## src/rtl/cbt_pkg.sv

```systemverilog
package cbt_pkg;

    // Bit positions inside the 4-bit transfer type code (MSB = special bit)
    localparam int TT_READ_BIT = 2;
    localparam int TT_DATA_BIT = 0;

    localparam logic [3:0] TT_EXT_OUT = 4'b1010;
    localparam logic [3:0] TT_EXT_IN  = 4'b1110;

    typedef enum logic [2:0] {
        K_ADDR_ONLY,
        K_SPECIAL,
        K_SIZE_ERR,
        K_HOLE,
        K_MEMORY
    } kind_e;

    typedef enum logic [2:0] {
        S_IDLE,
        S_WAIT,
        S_BEAT,
        S_ACK,
        S_FAIL
    } state_e;

    typedef struct packed {
        kind_e kind;
        logic  rd;
        logic  burst;
        logic  ones;
    } dec_t;

    // Legal size / low-address combination for a data transfer
    function automatic logic size_legal(input logic       burst,
                                        input logic [2:0] tsiz,
                                        input logic [2:0] ofs);
        logic [3:0] span;
        logic       ok;
        span = {1'b0, ofs} + {1'b0, tsiz};
        if (burst) begin
            ok = (ofs == 3'd0);
        end else begin
            case (tsiz)
                3'd0:                   ok = (ofs == 3'd0);
                3'd1, 3'd2, 3'd3, 3'd4: ok = (span <= 4'd8);
                default:                ok = 1'b0;
            endcase
        end
        return ok;
    endfunction

endpackage

```

## src/rtl/cbt_decode.sv

```systemverilog
module cbt_decode
    import cbt_pkg::*;
#(
    parameter int AW = 32
) (
    input  logic [3:0]    tt_i,
    input  logic [2:0]    tsiz_i,
    input  logic          burst_i,
    input  logic [AW-1:0] addr_i,
    input  logic [AW-1:0] tom_i,
    output dec_t          dec_o
);

    logic special;
    logic has_data;
    logic legal;
    logic above;

    always_comb begin
        special  = (tt_i == TT_EXT_OUT) || (tt_i == TT_EXT_IN);
        has_data = tt_i[TT_DATA_BIT];
        legal    = size_legal(burst_i, tsiz_i, addr_i[2:0]);
        above    = (addr_i >= tom_i);

        dec_o       = '0;
        dec_o.rd    = tt_i[TT_READ_BIT];
        dec_o.burst = burst_i;
        if (special) begin
            dec_o.kind = K_SPECIAL;
            dec_o.ones = (tt_i == TT_EXT_IN);
        end else if (!has_data) begin
            dec_o.kind = K_ADDR_ONLY;
        end else if (!legal) begin
            dec_o.kind = K_SIZE_ERR;
        end else if (above) begin
            dec_o.kind = K_HOLE;
            dec_o.ones = tt_i[TT_READ_BIT];
        end else begin
            dec_o.kind = K_MEMORY;
        end
    end

endmodule

```

## src/rtl/cbt_seq.sv

```systemverilog
module cbt_seq
    import cbt_pkg::*;
#(
    parameter int AW          = 32,
    parameter int BURST_BEATS = 4
) (
    input  logic          clk,
    input  logic          rst,
    input  logic          ts_i,
    input  dec_t          dec_i,
    input  logic [AW-1:0] addr_i,
    input  logic          tgt_done_i,
    input  logic          tgt_err_i,
    output logic          aack_o,
    output logic          ta_o,
    output logic          tea_o,
    output logic          ones_o,
    output logic          tgt_req_o,
    output logic          tgt_rd_o,
    output logic          fail_ev_o,
    output logic          fail_size_o,
    output logic [AW-1:0] fail_addr_o
);

    localparam int             CW       = (BURST_BEATS > 2) ? $clog2(BURST_BEATS) : 1;
    localparam logic [CW-1:0]  LAST_CNT = CW'(BURST_BEATS - 1);

    state_e        st;
    logic [CW-1:0] cnt;
    logic          r_rd;
    logic          r_ones;
    logic          r_ta;
    logic          r_size;
    logic [AW-1:0] r_addr;

    always_ff @(posedge clk) begin
        if (rst) begin
            st     <= S_IDLE;
            cnt    <= '0;
            r_rd   <= 1'b0;
            r_ones <= 1'b0;
            r_ta   <= 1'b0;
            r_size <= 1'b0;
            r_addr <= '0;
        end else begin
            case (st)
                S_IDLE: begin
                    if (ts_i) begin
                        r_addr <= addr_i;
                        r_rd   <= dec_i.rd;
                        r_ones <= dec_i.ones;
                        r_ta   <= 1'b0;
                        cnt    <= dec_i.burst ? LAST_CNT : '0;
                        case (dec_i.kind)
                            K_ADDR_ONLY: st <= S_ACK;
                            K_SPECIAL: begin
                                st   <= S_ACK;
                                r_ta <= 1'b1;
                            end
                            K_SIZE_ERR: begin
                                st     <= S_FAIL;
                                r_size <= 1'b1;
                            end
                            K_HOLE:  st <= S_BEAT;
                            default: st <= S_WAIT;
                        endcase
                    end
                end
                S_WAIT: begin
                    if (tgt_err_i) begin
                        st     <= S_FAIL;
                        r_size <= 1'b0;
                    end else if (tgt_done_i) begin
                        st <= S_BEAT;
                    end
                end
                S_BEAT: begin
                    if (cnt == '0) st <= S_IDLE;
                    else           cnt <= cnt - 1'b1;
                end
                default: st <= S_IDLE;
            endcase
        end
    end

    always_comb begin
        aack_o      = (st == S_ACK) || (st == S_FAIL) || ((st == S_BEAT) && (cnt == '0));
        ta_o        = ((st == S_ACK) && r_ta) || (st == S_BEAT);
        tea_o       = (st == S_FAIL);
        ones_o      = r_ones && ta_o;
        tgt_req_o   = (st == S_WAIT);
        tgt_rd_o    = (st == S_WAIT) && r_rd;
        fail_ev_o   = (st == S_FAIL);
        fail_size_o = r_size;
        fail_addr_o = r_addr;
    end

endmodule

```

## src/rtl/cbt_errlog.sv

```systemverilog
module cbt_errlog #(
    parameter int AW = 32
) (
    input  logic          clk,
    input  logic          rst,
    input  logic          fail_ev_i,
    input  logic          fail_size_i,
    input  logic [AW-1:0] fail_addr_i,
    input  logic          clr_i,
    output logic          size_err_o,
    output logic          tgt_err_o,
    output logic [AW-1:0] err_addr_o
);

    logic any_held;

    assign any_held = size_err_o || tgt_err_o;

    always_ff @(posedge clk) begin
        if (rst) begin
            size_err_o <= 1'b0;
            tgt_err_o  <= 1'b0;
            err_addr_o <= '0;
        end else begin
            if (clr_i) begin
                size_err_o <= 1'b0;
                tgt_err_o  <= 1'b0;
            end
            if (fail_ev_i) begin
                if (fail_size_i) size_err_o <= 1'b1;
                else             tgt_err_o  <= 1'b1;
                if (!any_held || clr_i) err_addr_o <= fail_addr_i;
            end
        end
    end

endmodule

```

## src/rtl/cbt_term.sv

```systemverilog
module cbt_term
    import cbt_pkg::*;
#(
    parameter int AW          = 32,
    parameter int BURST_BEATS = 4
) (
    input  logic          clk,
    input  logic          rst,
    input  logic          ts_i,
    input  logic [3:0]    tt_i,
    input  logic [2:0]    tsiz_i,
    input  logic          burst_i,
    input  logic [AW-1:0] addr_i,
    input  logic [AW-1:0] tom_i,
    input  logic          tgt_done_i,
    input  logic          tgt_err_i,
    input  logic          err_clr_i,
    output logic          aack_o,
    output logic          ta_o,
    output logic          tea_o,
    output logic          ones_o,
    output logic          tgt_req_o,
    output logic          tgt_rd_o,
    output logic          size_err_o,
    output logic          tgt_err_o,
    output logic [AW-1:0] err_addr_o
);

    dec_t          dec;
    logic          fail_ev;
    logic          fail_size;
    logic [AW-1:0] fail_addr;

    cbt_decode #(.AW(AW)) u_dec (
        .tt_i    (tt_i),
        .tsiz_i  (tsiz_i),
        .burst_i (burst_i),
        .addr_i  (addr_i),
        .tom_i   (tom_i),
        .dec_o   (dec)
    );

    cbt_seq #(.AW(AW), .BURST_BEATS(BURST_BEATS)) u_seq (
        .clk         (clk),
        .rst         (rst),
        .ts_i        (ts_i),
        .dec_i       (dec),
        .addr_i      (addr_i),
        .tgt_done_i  (tgt_done_i),
        .tgt_err_i   (tgt_err_i),
        .aack_o      (aack_o),
        .ta_o        (ta_o),
        .tea_o       (tea_o),
        .ones_o      (ones_o),
        .tgt_req_o   (tgt_req_o),
        .tgt_rd_o    (tgt_rd_o),
        .fail_ev_o   (fail_ev),
        .fail_size_o (fail_size),
        .fail_addr_o (fail_addr)
    );

    cbt_errlog #(.AW(AW)) u_err (
        .clk         (clk),
        .rst         (rst),
        .fail_ev_i   (fail_ev),
        .fail_size_i (fail_size),
        .fail_addr_i (fail_addr),
        .clr_i       (err_clr_i),
        .size_err_o  (size_err_o),
        .tgt_err_o   (tgt_err_o),
        .err_addr_o  (err_addr_o)
    );

endmodule

```

## config.mk

```make
export PLATFORM = sky130hd
export DESIGN_NAME = cbt_term
export DESIGN_NICKNAME = d
export VERILOG_FILES = /design/src/rtl/cbt_pkg.sv /design/src/rtl/cbt_decode.sv /design/src/rtl/cbt_seq.sv /design/src/rtl/cbt_errlog.sv /design/src/rtl/cbt_term.sv
export SDC_FILE = /design/constraint.sdc
export NUM_CORES = 1
export LEC_CHECK = 0
export CORE_MARGIN = 5
export CORE_UTILIZATION = 47
export CTS_CLUSTER_SIZE = 28
export DETAILED_ROUTE_END_ITERATION = 10
export HOLD_SLACK_MARGIN = 0.05
export PLACE_DENSITY = 0.83
export SYNTH_ARGS = -nofsm -noshare
export SYNTH_HDL_FRONTEND = slang
export SYNTH_SLANG_ARGS = --single-unit
```

## constraint.sdc

```tcl
create_clock -name clk -period 2.95 [get_ports clk]
set_input_delay 0.59 -clock clk [delete_from_list [all_inputs] [get_ports clk]]
set_output_delay 0.59 -clock clk [all_outputs]
set_load 0.03 [all_outputs]
```

==> flow_metrics.py <==
metrics = {
    "status": {
        "status": "complete, no violations",
    },
    "yosys": {
        "largest_family_of_logic_cells_by_synthesized_area": "simple AND/OR/NAND/NOR gates",
        "yosys.area_share.adder": 0.126,
        "yosys_warnings": 0,
        "post_synth_and_or_nand_nor_area_fraction": 0.222,
        "synth_xor_xnor_area_share": 0.00235,
        "postSynthRegisterBits": 75,
        "syn-mean-instance-area_um2": 7.69,
        "synthMostInstantiatedCell": "nand2_1",
        "async_sr_flop_fraction": 0,
        "post_synth_inst_count": 484,
        "share_of_yosys_cell_area_claimed_by_the_top_area_cell_type": 0.403,
        "synth_area_leaders": "dfxtp_1 40%, nand2_1 15%, ha_1 12%",
        "synth-compound-area-share": 0.179,
        "syn-cell-area_mm2": 0.00372,
        "synth-seq-area-share": 0.403,
        "ys_dominant_reg_cell": "dfxtp_1",
        "most_area_hungry_cell_type_in_the_yosys_netlist": "dfxtp_1",
        "syn-num-nets": 599,
        "synth_common_cells": "146 x nand2_1, 84 x a21oi_1, 75 x dfxtp_1, 41 x inv_1, 36 x ha_1",
        "yosys.cell_types.count": 43,
        "synth.mux.area_fraction": 0,
        "synth_edf_count": 0,
    },
    "routing": {
        "detail_route.first_pass.iterations": 4,
        "antenna_left": 0,
        "num_vias": 3635,
        "finalWirelength_um": 9720,
        "vias_cell": 5.11,
        "route.detailed.wl_per_inst_um": 13.6,
        "drt-initial-drc-count": 170,
        "drcViolationCount": 0,
    },
    "sta": {
        "worst-slew-pin-transition_ps": 904,
        "timing.setup.tns_ps": 0,
        "layout_worst_path_cycle_share": 0.911,
        "maxSlewHeadroom": 0.397,
        "grt_setup_unrepaired": "false",
        "finalSetupViolations": 0,
        "timing_hold_violations_final": 0,
        "skew_ps": 9.62,
        "fmax_mhz": 372,
        "setup_ws_ps": 262,
        "fin_crit_ps": 2690,
        "timing_max_transition_violations_final": 0,
    },
    "power_and_ir_drop": {
        "vdd_ir_drop_max_uv": 199,
        "power.leakage_nw": 2.10,
        "pwr_density_cell_mw_per_mm2": 456,
    },
    "clock_tree": {
        "cts_root_buffer": "clkbuf_8",
        "clk_pin_slew_ps": 90,
        "cts.hold.buffers_added": 0,
        "clock_insertion_delay_worst_skew_ps": 350,
        "total_clock_sinks": 75,
        "ctsHtreeMaxLevel": 3,
        "clock_tree_from_tritoncts": "yes",
        "cts_buffer_depth": 2,
        "cts-buffers-inserted": 9,
    },
    "place": {
        "place_inst": 696,
        "gpl.final_weighted_congestion": 0.872,
        "buffer_ports.inserted": 117,
        "detailedPlacementHpwl_um": 7660,
        "post-place-ws_ps": -61.0,
    },
    "grt": {
        "grt_pass1_vias": 3578,
        "number_of_antenna_violations_at_the_first_check_in_global_routing": 0,
        "track_usage": 0.200,
        "wire_length_of_the_first_global_routing_pass_um": 16300,
        "largest_net_degree_at_the_start_of_global_routing": 51,
        "globalRouteOverflowTotal": 0,
    },
    "critical_path": {
        "nature_of_the_critical_path_endpoint": "register",
        "cp_class": "in -> reg",
        "timing.critical_path.fanout_max": 3,
        "crit_arrival_ps": 2880,
        "worst_setup_start_kind": "input pin",
        "timing.critical_path.required_ps": 3140,
    },
    "finish": {
        "insertedDiodeCount": 0,
        "syn_to_final_growth_pct": 40.3,
        "final-instance-count-excl-fill": 712,
        "drive_above_1_share": 0.0607,
        "layout.nets": 720,
        "final_core_utilization": 0.676,
    },
    "job": {
        "cap_viol_max_count": 0,
    },
    "min_path": {
        "timing.hold.worst.class": "reg -> reg",
    },
    "floorplanning": {
        "die_w_um": 99.0,
        "die_area_mm2": 0.00980,
        "initial_core_util": 0.482,
        "core_area_mm2": 0.00773,
        "die-height_um": 99.0,
        "fp-row-count": 32,
        "io-pin-count": 118,
    },
}
-- critical path, stage by stage --
cell and delay, ps:
clkdlybuf4s50_1 480, buf_4 120, inv_1 40, ha_1 270, nand2b_1 140, a2111oi_1 420, o311ai_1 180, a31o_1 250
a21oi_1 270, o22ai_1 130
-- sequential cells by signal, summed over array words and instances, names as in the netlist --
name,cells
u_seq.cnt,2
u_err.tgt_err_o,1
u_seq.fail_addr_o,32
u_seq.fail_size_o,1
u_seq.r_ta,1
u_err.size_err_o,1
u_err.err_addr_o,32
u_seq.st,3
u_seq.r_ones,1
u_seq.r_rd,1
-- cells in the final DEF, fill, tap and decap left out, types with 2 or more instances in the layout --
cell type	Yosys	final
clkdlybuf4s50_1	0	116
dfxtp_1	75	75
and4_1	2	2
a211oi_1	4	4
clkinvlp_4	0	3
o21a_1	3	3
a21oi_1	84	84
nand3_1	4	4
nand2_1	146	146
and2_1	4	4
nor3_2	2	2
o21ai_0	5	5
nor2_1	10	10
inv_1	41	41
ha_1	36	36
clkbuf_8	0	9
inv_6	0	3
buf_4	0	15
nand2b_1	4	4
nor3_1	6	6
a221oi_1	2	2
o211ai_1	2	2
nor2b_1	2	2
nand4_1	6	6
-- final timing paths --
kind / startpoint / endpoint / slack (ps) / depth (start not counted)
max: addr_i[0] / u_seq.r_ones$_SDFFE_PP0P_ / 260 / 10
min: u_seq.fail_addr_o[19]$_SDFFE_PP0P_ / u_err.err_addr_o[19]$_SDFFE_PP0P_ / 450 / 2
max reg2reg: u_seq.st[0]$_SDFFE_PP0P_ / u_seq.cnt[1]$_SDFFE_PP0P_ / 1030 / 5
min reg2reg: u_seq.fail_addr_o[19]$_SDFFE_PP0P_ / u_err.err_addr_o[19]$_SDFFE_PP0P_ / 450 / 2
-- cell type report --
cell class / count / area (um2)
clock buffers: 9 / 124
clock inverters: 7 / 60.1
fillers: 625 / 2510
inverters: 41 / 154
multi-input cells: 346 / 1980
flip-flops and latches: 75 / 1500
well taps: 102 / 128
repair buffers: 132 / 1280
-- repair_timing --
item | CTS | global route
setup buffers | 0 | 0
endpoints found under the setup margin | 0 | 1
resized for setup | 0 | 1
-- metrics by stage --
stage	hold slack, ps	total power [mW]	cell area (um2)
2_1_floorplan	432	1.43	3720
3_3_place_gp	435	1.66	5040
3_5_place_dp	440	1.67	5040
4_1_cts	451	2.40	5220
5_1_grt	459	2.51	5220
6_report	449	2.38	5220
-- metal layers --
metal,share of wire,global-route usage,vias to the layer above
li1,-,-,1860
met1,0.43,0.252,1659
met2,0.50,0.342,105
met3,0.055,0.0361,11
met4,0.013,0.0725,0
met5,0,0,-
-- kinds of logic (layout without fill, tap and decap cells) --
group / Yosys count / in the layout
buffers and inverters: 63 / 189
AOI/OAI and AO/OA: 115 / 115
and+or+nand+nor: 193 / 193
xor gates and xnor gates: 1 / 1
DFF: 75 / 75
adders and majority gates: 37 / 37
-- power breakdown --
part	internal (mW)	switching (mW)	leakage, nW
clock	0.319	0.413	0.0848
combinational	0.252	0.294	1.41
sequential	1.07	0.0337	0.611
Power figures use the tool's default switching activity.
